[src/rtl/spi_nor_seq.sv]
module spi_nor_seq #(
  parameter int DIV = 4,
  parameter int GAP = 2
)(
  input  logic        clk,
  input  logic        rst_n,
  input  logic        req_valid,
  output logic        req_ready,
  input  logic [3:0]  req_op,
  input  logic [31:0] req_addr,
  input  logic [8:0]  req_len,
  input  logic [7:0]  wdata,
  output logic        wd_req,
  output logic [7:0]  rdata,
  output logic        rdata_valid,
  output logic        done,
  output logic        err,
  output logic        addr4,
  output logic        cs_n,
  output logic        sclk,
  output logic        mosi,
  input  logic        miso
);
  localparam int DW = (DIV > 1) ? $clog2(DIV) : 1;
  localparam int GW = (GAP > 1) ? $clog2(GAP) : 1;
  localparam logic [3:0] OP_RD = 4'd0, OP_RD4 = 4'd1, OP_FAST = 4'd2, OP_PROG = 4'd3,
    OP_SEC = 4'd4, OP_B32 = 4'd5, OP_B64 = 4'd6, OP_CHIP = 4'd7, OP_STAT = 4'd8,
    OP_EN4 = 4'd9, OP_EX4 = 4'd10;
  localparam logic [1:0] F_WEN = 2'd0, F_CMD = 2'd1, F_POLL = 2'd2, F_END = 2'd3;

  typedef enum logic [1:0] {S_IDLE, S_XFER, S_GAP, S_FIN} st_t;

  function automatic logic [7:0] opc(input logic [3:0] o);
    case (o)
      OP_RD:   opc = 8'h03;
      OP_RD4:  opc = 8'h13;
      OP_FAST: opc = 8'h0B;
      OP_PROG: opc = 8'h02;
      OP_SEC:  opc = 8'h20;
      OP_B32:  opc = 8'h52;
      OP_B64:  opc = 8'hD8;
      OP_CHIP: opc = 8'hC7;
      OP_STAT: opc = 8'h05;
      OP_EN4:  opc = 8'hB7;
      OP_EX4:  opc = 8'hE9;
      default: opc = 8'h00;
    endcase
  endfunction

  st_t         st;
  logic [1:0]  frm;
  logic [3:0]  op_q;
  logic [31:0] addr_q;
  logic [8:0]  len_q;
  logic [2:0]  alen_q, bit_q;
  logic [9:0]  idx;
  logic [DW-1:0] div_q;
  logic [GW-1:0] gap_q;
  logic        sclk_q, a4_q, err_q, rdv_q;
  logic [7:0]  tx_sr, rx_sr, rdata_q;

  logic        tick, byte_done, gap_end, fend, load, is_mod, is_rd, bad, take;
  logic [9:0]  hdr, ndata, last, ld_idx;
  logic [7:0]  ld_byte;
  logic [31:0] a_sh;
  logic [1:0]  nfrm;

  assign is_mod = (op_q >= OP_PROG) && (op_q <= OP_CHIP);
  assign is_rd  = (op_q <= OP_FAST) || (op_q == OP_STAT);
  assign hdr    = 10'd1 + {7'd0, alen_q} + ((op_q == OP_FAST) ? 10'd1 : 10'd0);
  assign ndata  = (op_q <= OP_PROG) ? {1'b0, len_q} : (op_q == OP_STAT) ? 10'd1 : 10'd0;
  assign last   = hdr + ndata - 10'd1;
  assign tick      = (st == S_XFER) && (div_q == DW'(DIV - 1));
  assign byte_done = tick && sclk_q && (bit_q == 3'd7);
  assign gap_end   = (st == S_GAP) && (gap_q == GW'(GAP - 1));
  assign fend = (frm == F_WEN) || ((frm == F_CMD) && (idx == last)) ||
                ((frm == F_POLL) && (idx != 10'd0) && !rx_sr[0]);
  assign load = (gap_end && (frm != F_END)) || (byte_done && !fend);
  assign ld_idx = (st == S_GAP) ? 10'd0 : idx + 10'd1;
  assign a_sh = addr_q >> {alen_q - ld_idx[2:0], 3'b000};
  assign nfrm = (frm == F_WEN) ? F_CMD : ((frm == F_CMD) && is_mod) ? F_POLL : F_END;
  assign take = req_valid && (st == S_IDLE);
  assign bad = (req_op > OP_EX4) ||
               ((req_op <= OP_PROG) && ((req_len == 9'd0) || (req_len > 9'd256))) ||
               ((req_op == OP_PROG) && (({2'b0, req_addr[7:0]} + {1'b0, req_len}) > 10'd256));

  always_comb begin
    case (frm)
      F_WEN:   ld_byte = 8'h06;
      F_POLL:  ld_byte = (ld_idx == 10'd0) ? 8'h05 : 8'h00;
      default: begin
        if (ld_idx == 10'd0)                     ld_byte = opc(op_q);
        else if (ld_idx <= {7'd0, alen_q})       ld_byte = a_sh[7:0];
        else if (ld_idx >= hdr && op_q == OP_PROG) ld_byte = wdata;
        else                                     ld_byte = 8'h00;
      end
    endcase
  end

  assign wd_req = load && (frm == F_CMD) && (op_q == OP_PROG) && (ld_idx >= hdr);

  always_ff @(posedge clk or negedge rst_n) begin
    if (!rst_n) begin
      st <= S_IDLE; frm <= F_END; op_q <= '0; addr_q <= '0; len_q <= '0;
      alen_q <= '0; bit_q <= '0; idx <= '0; div_q <= '0; gap_q <= '0;
      sclk_q <= 1'b0; a4_q <= 1'b0; err_q <= 1'b0; rdv_q <= 1'b0;
      tx_sr <= '0; rx_sr <= '0; rdata_q <= '0;
    end else begin
      rdv_q <= 1'b0;
      case (st)
        S_IDLE: if (take) begin
          op_q <= req_op; addr_q <= req_addr; len_q <= req_len;
          err_q <= bad; gap_q <= '0;
          case (req_op)
            OP_RD, OP_FAST, OP_PROG, OP_SEC, OP_B32, OP_B64: alen_q <= a4_q ? 3'd4 : 3'd3;
            OP_RD4:  alen_q <= 3'd4;
            default: alen_q <= 3'd0;
          endcase
          frm <= (req_op >= OP_PROG && req_op <= OP_CHIP) ? F_WEN : F_CMD;
          st  <= bad ? S_FIN : S_GAP;
        end
        S_GAP: begin
          gap_q <= gap_q + 1'b1;
          if (gap_end) begin
            if (frm == F_END) st <= S_FIN;
            else begin
              st <= S_XFER; idx <= '0; bit_q <= '0; div_q <= '0;
              sclk_q <= 1'b0; tx_sr <= ld_byte;
            end
          end
        end
        S_XFER: begin
          if (!tick) div_q <= div_q + 1'b1;
          else begin
            div_q <= '0;
            if (!sclk_q) begin
              sclk_q <= 1'b1;
              rx_sr  <= {rx_sr[6:0], miso};
            end else begin
              sclk_q <= 1'b0;
              if (bit_q != 3'd7) begin
                bit_q <= bit_q + 1'b1;
                tx_sr <= {tx_sr[6:0], 1'b0};
              end else begin
                bit_q <= '0;
                if (frm == F_CMD && is_rd && idx >= hdr) begin
                  rdv_q <= 1'b1; rdata_q <= rx_sr;
                end
                if (fend) begin
                  st <= S_GAP; gap_q <= '0; frm <= nfrm;
                  if (frm == F_CMD && op_q == OP_EN4) a4_q <= 1'b1;
                  if (frm == F_CMD && op_q == OP_EX4) a4_q <= 1'b0;
                end else begin
                  idx <= ld_idx; tx_sr <= ld_byte;
                end
              end
            end
          end
        end
        default: st <= S_IDLE;
      endcase
    end
  end

  assign req_ready   = (st == S_IDLE);
  assign done        = (st == S_FIN);
  assign err         = (st == S_FIN) && err_q;
  assign addr4       = a4_q;
  assign cs_n        = (st != S_XFER);
  assign sclk        = sclk_q;
  assign mosi        = (st == S_XFER) ? tx_sr[7] : 1'b0;
  assign rdata       = rdata_q;
  assign rdata_valid = rdv_q;
endmodule

[config.mk]
export PLATFORM = sky130hd
export DESIGN_NAME = spi_nor_seq
export DESIGN_NICKNAME = d
export VERILOG_FILES = /design/src/rtl/spi_nor_seq.sv
export SDC_FILE = /design/constraint.sdc
export NUM_CORES = 1
export LEC_CHECK = 0
export BUFFER_PORTS_ARGS = -buffer_cell sky130_fd_sc_hd__buf_4
export CAP_MARGIN = 20
export CORE_ASPECT_RATIO = 1.4
export CORE_UTILIZATION = 40
export CTS_BUF_LIST = sky130_fd_sc_hd__clkbuf_16
export CTS_CLUSTER_SIZE = 12
export DETAILED_ROUTE_END_ITERATION = 6
export PLACE_DENSITY_LB_ADDON = 0.2
export SLEW_MARGIN = 20
export SYNTH_ARGS = -nofsm -noshare
export SYNTH_HDL_FRONTEND = slang
export SYNTH_SLANG_ARGS = --single-unit
[constraint.sdc]
create_clock -name clk -period 4.4 [get_ports clk]
set_input_delay 0.22 -clock clk [delete_from_list [all_inputs] [get_ports clk]]
set_output_delay 0.22 -clock clk [all_outputs]
set_load 0.005 [all_outputs]
==> flow_summary.toml, run 1 <==
[clocking]
cts_made_buffers = 9
cts_tree = "done"
cts.sinks = 95
cts_root_buf = "clkbuf_16"
cts_buffer_depth = 2
holdBufCountCts = 0
clk_pin_slew_worst_paths_ps = 70
cts_htree_levels = 3
clock_latency_ps = 350

[worst_setup_path]
path_max_fanout = 8
cp.arrival_ps = 3950
crit_type = "reg -> out"
end_kind = "output port"
required_ps = 4180
start_kind = "register"

[status]
status = "complete, but fails checks"
violations = "hold timing"

[route]
met3_length_um = 566
vias = 5430
dr.pass1.iters = 5
routedWlPerCell_um = 16.4
wl_met2_um = 8090
avgViaCountPerCell = 5.52
first_iter_violations = 257
wirelength_um = 16100
wl_met1_um = 6950
ant_nets = 0
post-route-drc-count = 0
top_layer_used = "met4"

[synth]
ys_seq_area_share_pct = 37.8
synth_top_area_share_pct = 36.9
syn_area_mm2 = 0.00630
ys.flop_type = "dfrtp_1"
syn_nets = 831
ys_warn_count = 0
synth_top_cells_by_count = "nand2_1 (185), dfrtp_1 (93), inv_1 (49)"
ys_types = 73
synth_area_per_cell_um2 = 8.69
synth_edf_count = 0
synth_top_cell_by_area = "dfrtp_1"
ys_ff_latch = 95
yosys-top-cells-area = "dfrtp_1 (37%), nand2_1 (11%), ha_1 (9.1%)"
synthArstFlopShare_pct = 100
syn_inst = 725
yosysMostFrequentCell = "nand2_1"

[floorplan]
start_util_pct = 41.5
coreArea_mm2 = 0.0152
die_w_um = 108
num_rows = 53
io_pins = 74
die_area_mm2 = 0.0163
die-height_um = 151

[sta]
tns_ps = 0
setup_ws_ps = 233
hold_viol = 26
skew_ps = 8.24
setup-violations-final = 0
post-route-min-period_ps = 4170
hold_ws_ps = -37.9
worst_pin_slew_ps = 839
slew_headroom_pct = 44.1
fin_crit_sh_pct = 94.7
drv_slew = 0
fmax_ghz = 0.240

[pwr]
pwr_density_cell_mw_per_mm2 = 664
ir_drop_mv = 0.268
leakage_uw = 0.00353
total_power_uw = 4870

[global_routing]
grt_pass1_vias = 5502
grt_max_degree = 63
grt_usage_pct = 20.8
grt_pass1_wl_um = 26500
grt-ovfl-total = 0
antenna_found_initial = 0

[cells_and_area]
drive_gt1_share_pct = 18.3
final_area_mm2 = 0.00734
n_antenna_cell = 0
area_growth_pct = 16.5
fin_nets = 892
fillers = 1471

[place]
dp_slack_ps = 189
dp_hpwl_um = 12300
io_buffer_count = 73
place_congestion = 0.857
placed_area_mm2 = 0.00700

[run]
max-cap-violations = 0

[min_path]
hold_class = "in -> async"
-- area by class of cell --
class	instances	area, um2	share of cell area [%]
clock buffers	9	225	3.07
repair buffers	82	616	8.39
clock inverters	7	78.8	1.07
flip-flops and latches	95	2380	32.4
inverters	50	188	2.56
multi-input cells	548	3610	49.2
well taps	192	240	3.27
-- flip-flops by register name (all words and copies together) (netlist names) --
signal	flops
addr_q	32
op_q	4
rdata	8
rx_sr	8
bit_q	3
frm	2
len_q	9
gap_q	1
err_q	1
tx_sr	8
idx	10
st	2
alen_q	2
addr4	1
rdata_valid	1
div_q	2
sclk	1
-- metal layers --
metal | vias to the layer above | GRT usage, %
met5 | - | 0
met4 | 0 | 8.63
met3 | 35 | 3.55
met2 | 132 | 36.7
met1 | 2622 | 24.7
li1 | 2641 | -
-- critical path: stages, from the launching register on --
cell       delay, ps
dfrtp_1          400
inv_2             80
ha_2             220
and2_1           150
ha_1             320
inv_1             50
ha_1             170
inv_1             50
ha_1             160
inv_1             60
fa_1             410
nand2b_1         200
a21oi_2          180
a31oi_1          120
a2111oi_2        370
nand4_1          130
buf_4            180
nand3_4          120
a21oi_1          100
buf_4            150
-- cell families (layout without fill, tap and decap cells) --
logic type / count (synthesis) / in the layout / synth area share [%]
fa+ha+maj: 49 / 49 / 10.1
mux: 27 / 27 / 6.23
flops: 95 / 95 / 37.8
simple gates: 305 / 305 / 21.3
buf+inv: 82 / 148 / 5.32
xor+xnor: 22 / 22 / 3.18
compound gates: 145 / 145 / 16.1
-- repair_timing --
item / in CTS / in global routing
buffers inserted: 2 / 0
pin swaps: 1 / 1
resized for setup: 2 / 6
endpoints found under the setup margin: 1 / 22
-- through the flow --
step	cells	util (%)	hold slack, ps
final	983	48.3	-37.9
after global routing	983	48.3	32.2
after CTS	983	48.2	9.58
after detailed placement	965	46.1	374
after global placement	965	46.1	359
after floorplan	725	-	-75.6
-- layout by cell type, fill, tap and decap left out, types with 6 or more instances in the layout --
cell type    n
nand2_1    185
dfrtp_1     93
buf_4       82
inv_1       48
ha_1        45
nor2_1      43
o21ai_0     38
a21oi_1     25
mux2_2      18
a31oi_1     15
nand4_1     12
xnor2_1     11
nor4_1      11
xor2_1      10
clkbuf_16    9
nor2b_1      8
nand3_1      8
nand2b_1     8
mux4_2       8
a211oi_1     7
o22a_1       7
and2_1       6
nor3_1       6
-- final timing paths --
check | start | endpoint | slack (ps) | cells past startpoint
hold reg to reg | addr_q[24]$_DFFE_PN0P_ | addr_q[24]$_DFFE_PN0P_ | 470 | 2
setup reg to reg | op_q[0]$_DFFE_PN0P_ | idx[1]$_DFFE_PN0P_ | 300 | 20
hold / removal | rst_n | idx[8]$_DFFE_PN0P_ | -40 | 1
setup / recovery | op_q[0]$_DFFE_PN0P_ | wd_req | 230 | 19
min in group clk | req_addr[20] | addr_q[20]$_DFFE_PN0P_ | 60 | 3
max in group asynchronous | rst_n | tx_sr[3]$_DFFE_PN0P_ | 3490 | 2
-- report_power, final --
part           total (uW)  switching (uW)  leakage [uW]  internal, uW
clock network         803             355      0.000146           448
registers            1380             210       0.00121          1170
logic                2680            1520       0.00217          1170
Note: power is estimated with default switching activity, not from simulation.
==> run 2: changes to the inputs <==
--- a/config.mk
+++ b/config.mk
@@ -12,7 +12,8 @@
 export CTS_BUF_LIST = sky130_fd_sc_hd__clkbuf_16
 export CTS_CLUSTER_SIZE = 12
 export DETAILED_ROUTE_END_ITERATION = 6
-export PLACE_DENSITY_LB_ADDON = 0.2
+export PLACE_DENSITY = 0.54
+export RECOVER_POWER = 50
 export SLEW_MARGIN = 20
 export SYNTH_ARGS = -nofsm -noshare
 export SYNTH_HDL_FRONTEND = slang
==> run 2 against run 1 <==
Net effect:
- critical endpoint unchanged
- final cell count did not move
- largest cell class unchanged
- the run ends with capacitance limit, slew limit left
- critical path type unchanged
- core utilization decreased by 0.17 points
- setup slack better by 47 ps
- first-iteration DRC count down 26%
- sequential cell count unchanged
- wire length increased by 2.1%
- register-to-register slack is essentially flat
==> flow_summary.toml, run 2 (synthesized netlist as in run 1, its figures left out) <==
[global_routing]
grt-ovfl-total = 0
grt_pass1_wl_um = 27000
grt_pass1_vias = 5316
grt_max_degree = 66
grt_usage_pct = 21.5
antenna_found_initial = 0

[pwr]
total_power_uw = 4840
pwr_density_cell_mw_per_mm2 = 662
comb_power_share_pct = 55.6
seqPwrFrac_pct = 28.5
p_int_uw = 2730
switchingPower_uw = 2120
leakage_uw = 0.00352
p_sw_share_pct = 43.7
ir_drop_mv = 0.251
pwr-share-clk_pct = 15.9

[cells_and_area]
fillers = 1498
fin_nets = 892
drive_gt1_share_pct = 18.2
final_cell_mix = "nand2_1 (185), dfrtp_1 (93), buf_4 (71)"
largest_register_ffs = 32
layout.area.seq_mm2 = 0.00238
multiInputGateArea_mm2 = 0.00361
layout_commonest_cell = "nand2_1"
area_growth_pct = 16.1
reg.largest.list = "addr_q (32), idx (10), len_q (9)"
n_antenna_cell = 0
top_register = "addr_q"

[worst_setup_path]
required_ps = 4180
reg2reg_depth = 20
crit_type = "reg -> out"
start_kind = "register"
end_kind = "output port"
path_max_fanout = 8
r2r-start = "op_q[0]$_DFFE_PN0P_"
critical_path.startpoint = "op_q[0]$_DFFE_PN0P_"
cp.arrival_ps = 3900

[floorplan]
die-height_um = 151
die_w_um = 108
start_util_pct = 41.5
io_pins = 74
coreArea_mm2 = 0.0152
die_area_mm2 = 0.0163
num_rows = 53

[route]
avgViaCountPerCell = 5.47
wirelength_um = 16500
first_iter_violations = 189
ant_nets = 0
post-route-drc-count = 0
dr.pass1.iters = 4
routedWlPerCell_um = 16.8
vias = 5379

[status]
status = "complete, but fails checks"
violations = "capacitance limit, slew limit"

[sta]
fin_crit_sh_pct = 93.6
rsz0062_at_grt = "no"
drv_slew = 66
fmax_ghz = 0.243
hold_ws_ps = 52.4
setup-violations-final = 0
setup_ws_ps = 279
hold_viol = 0
slew_headroom_pct = -140
tns_ps = 0
worst_pin_slew_ps = 3600
post-route-min-period_ps = 4120
skew_ps = 10.8

[clocking]
holdBufCountCts = 0
cts_htree_levels = 3
cts_made_buffers = 9
clk_pin_slew_worst_paths_ps = 70
cts_root_buf = "clkbuf_16"
cts.sinks = 95
clock_latency_ps = 350
cts_buffer_depth = 2
cts_tree = "done"

[min_path]
whs_path_depth = 3
hold_start = "req_addr[27]"
hold_class = "in -> reg"

[place]
dp_slack_ps = 219
io_buffer_count = 73
place_congestion = 0.826
dp_hpwl_um = 12700

[run]
max-cap-violations = 1
run 2: critical path, stage by stage, from the launching register on:
cell       delay, ps
dfrtp_1          420
inv_2            110
ha_2             230
and2_1           150
ha_1             130
inv_1             70
ha_1             270
inv_1             60
ha_1             160
inv_1             60
fa_1             390
nand2b_1         200
a211o_1          310
a2bb2oi_1        230
xnor2_1          160
nand4_1          100
buf_4            180
nand3_4          120
a21oi_2           70
buf_4            140
run 2: layer usage:
metal  wire length, um  share of wire [%]  track usage (%)
met1              7120                 43             26.9
met2              8230                 50             36.6
met3               615                3.7             3.29
met4               513                3.1             8.90
met5                 0                  0                0
run 2: power groups by stage:
stage          clock, uW  sequential (uW)  combinational, uW
2_1_floorplan          0             1310               2030
3_3_place_gp           0             1390               2620
3_5_place_dp           0             1400               2670
4_1_cts              788             1380               2690
5_1_grt              826             1420               3020
6_report             771             1380               2690
run 2: final timing paths:
check                                         end  slack [ps]
max                                        wd_req         280
min                        addr_q[27]$_DFFE_PN0P_          50
max reg2reg                    frm[0]$_DFFE_PN1P_         300
min reg2reg                addr_q[19]$_DFFE_PN0P_         470
max in group asynchronous    len_q[8]$_DFFE_PN0P_        1010
min in group asynchronous      idx[8]$_DFFE_PN0P_        1090
run 2: timing repair:
action                                  CTS  global route
resized for setup                         2             5
pin swaps                                 1             0
setup buffers                             2             0
endpoints found under the setup margin    1            19
run 2: final cells by class:
cell class,instances,share of cell area (%)
clock inverter,7,0.838
timing repair buffer,82,8.33
sequential,95,32.5
tap,192,3.28
inverter,50,2.57
multi-input combinational,548,49.4
clock buffer,9,3.08
run 2: stage by stage:
stage	cell area, um2	util, %	instances
after detailed placement	7000	46.1	965
after global routing	7310	48.2	983
after CTS	7310	48.1	983
final	7310	48.2	983
after global placement	7000	46.1	965
after floorplan	6300	-	725
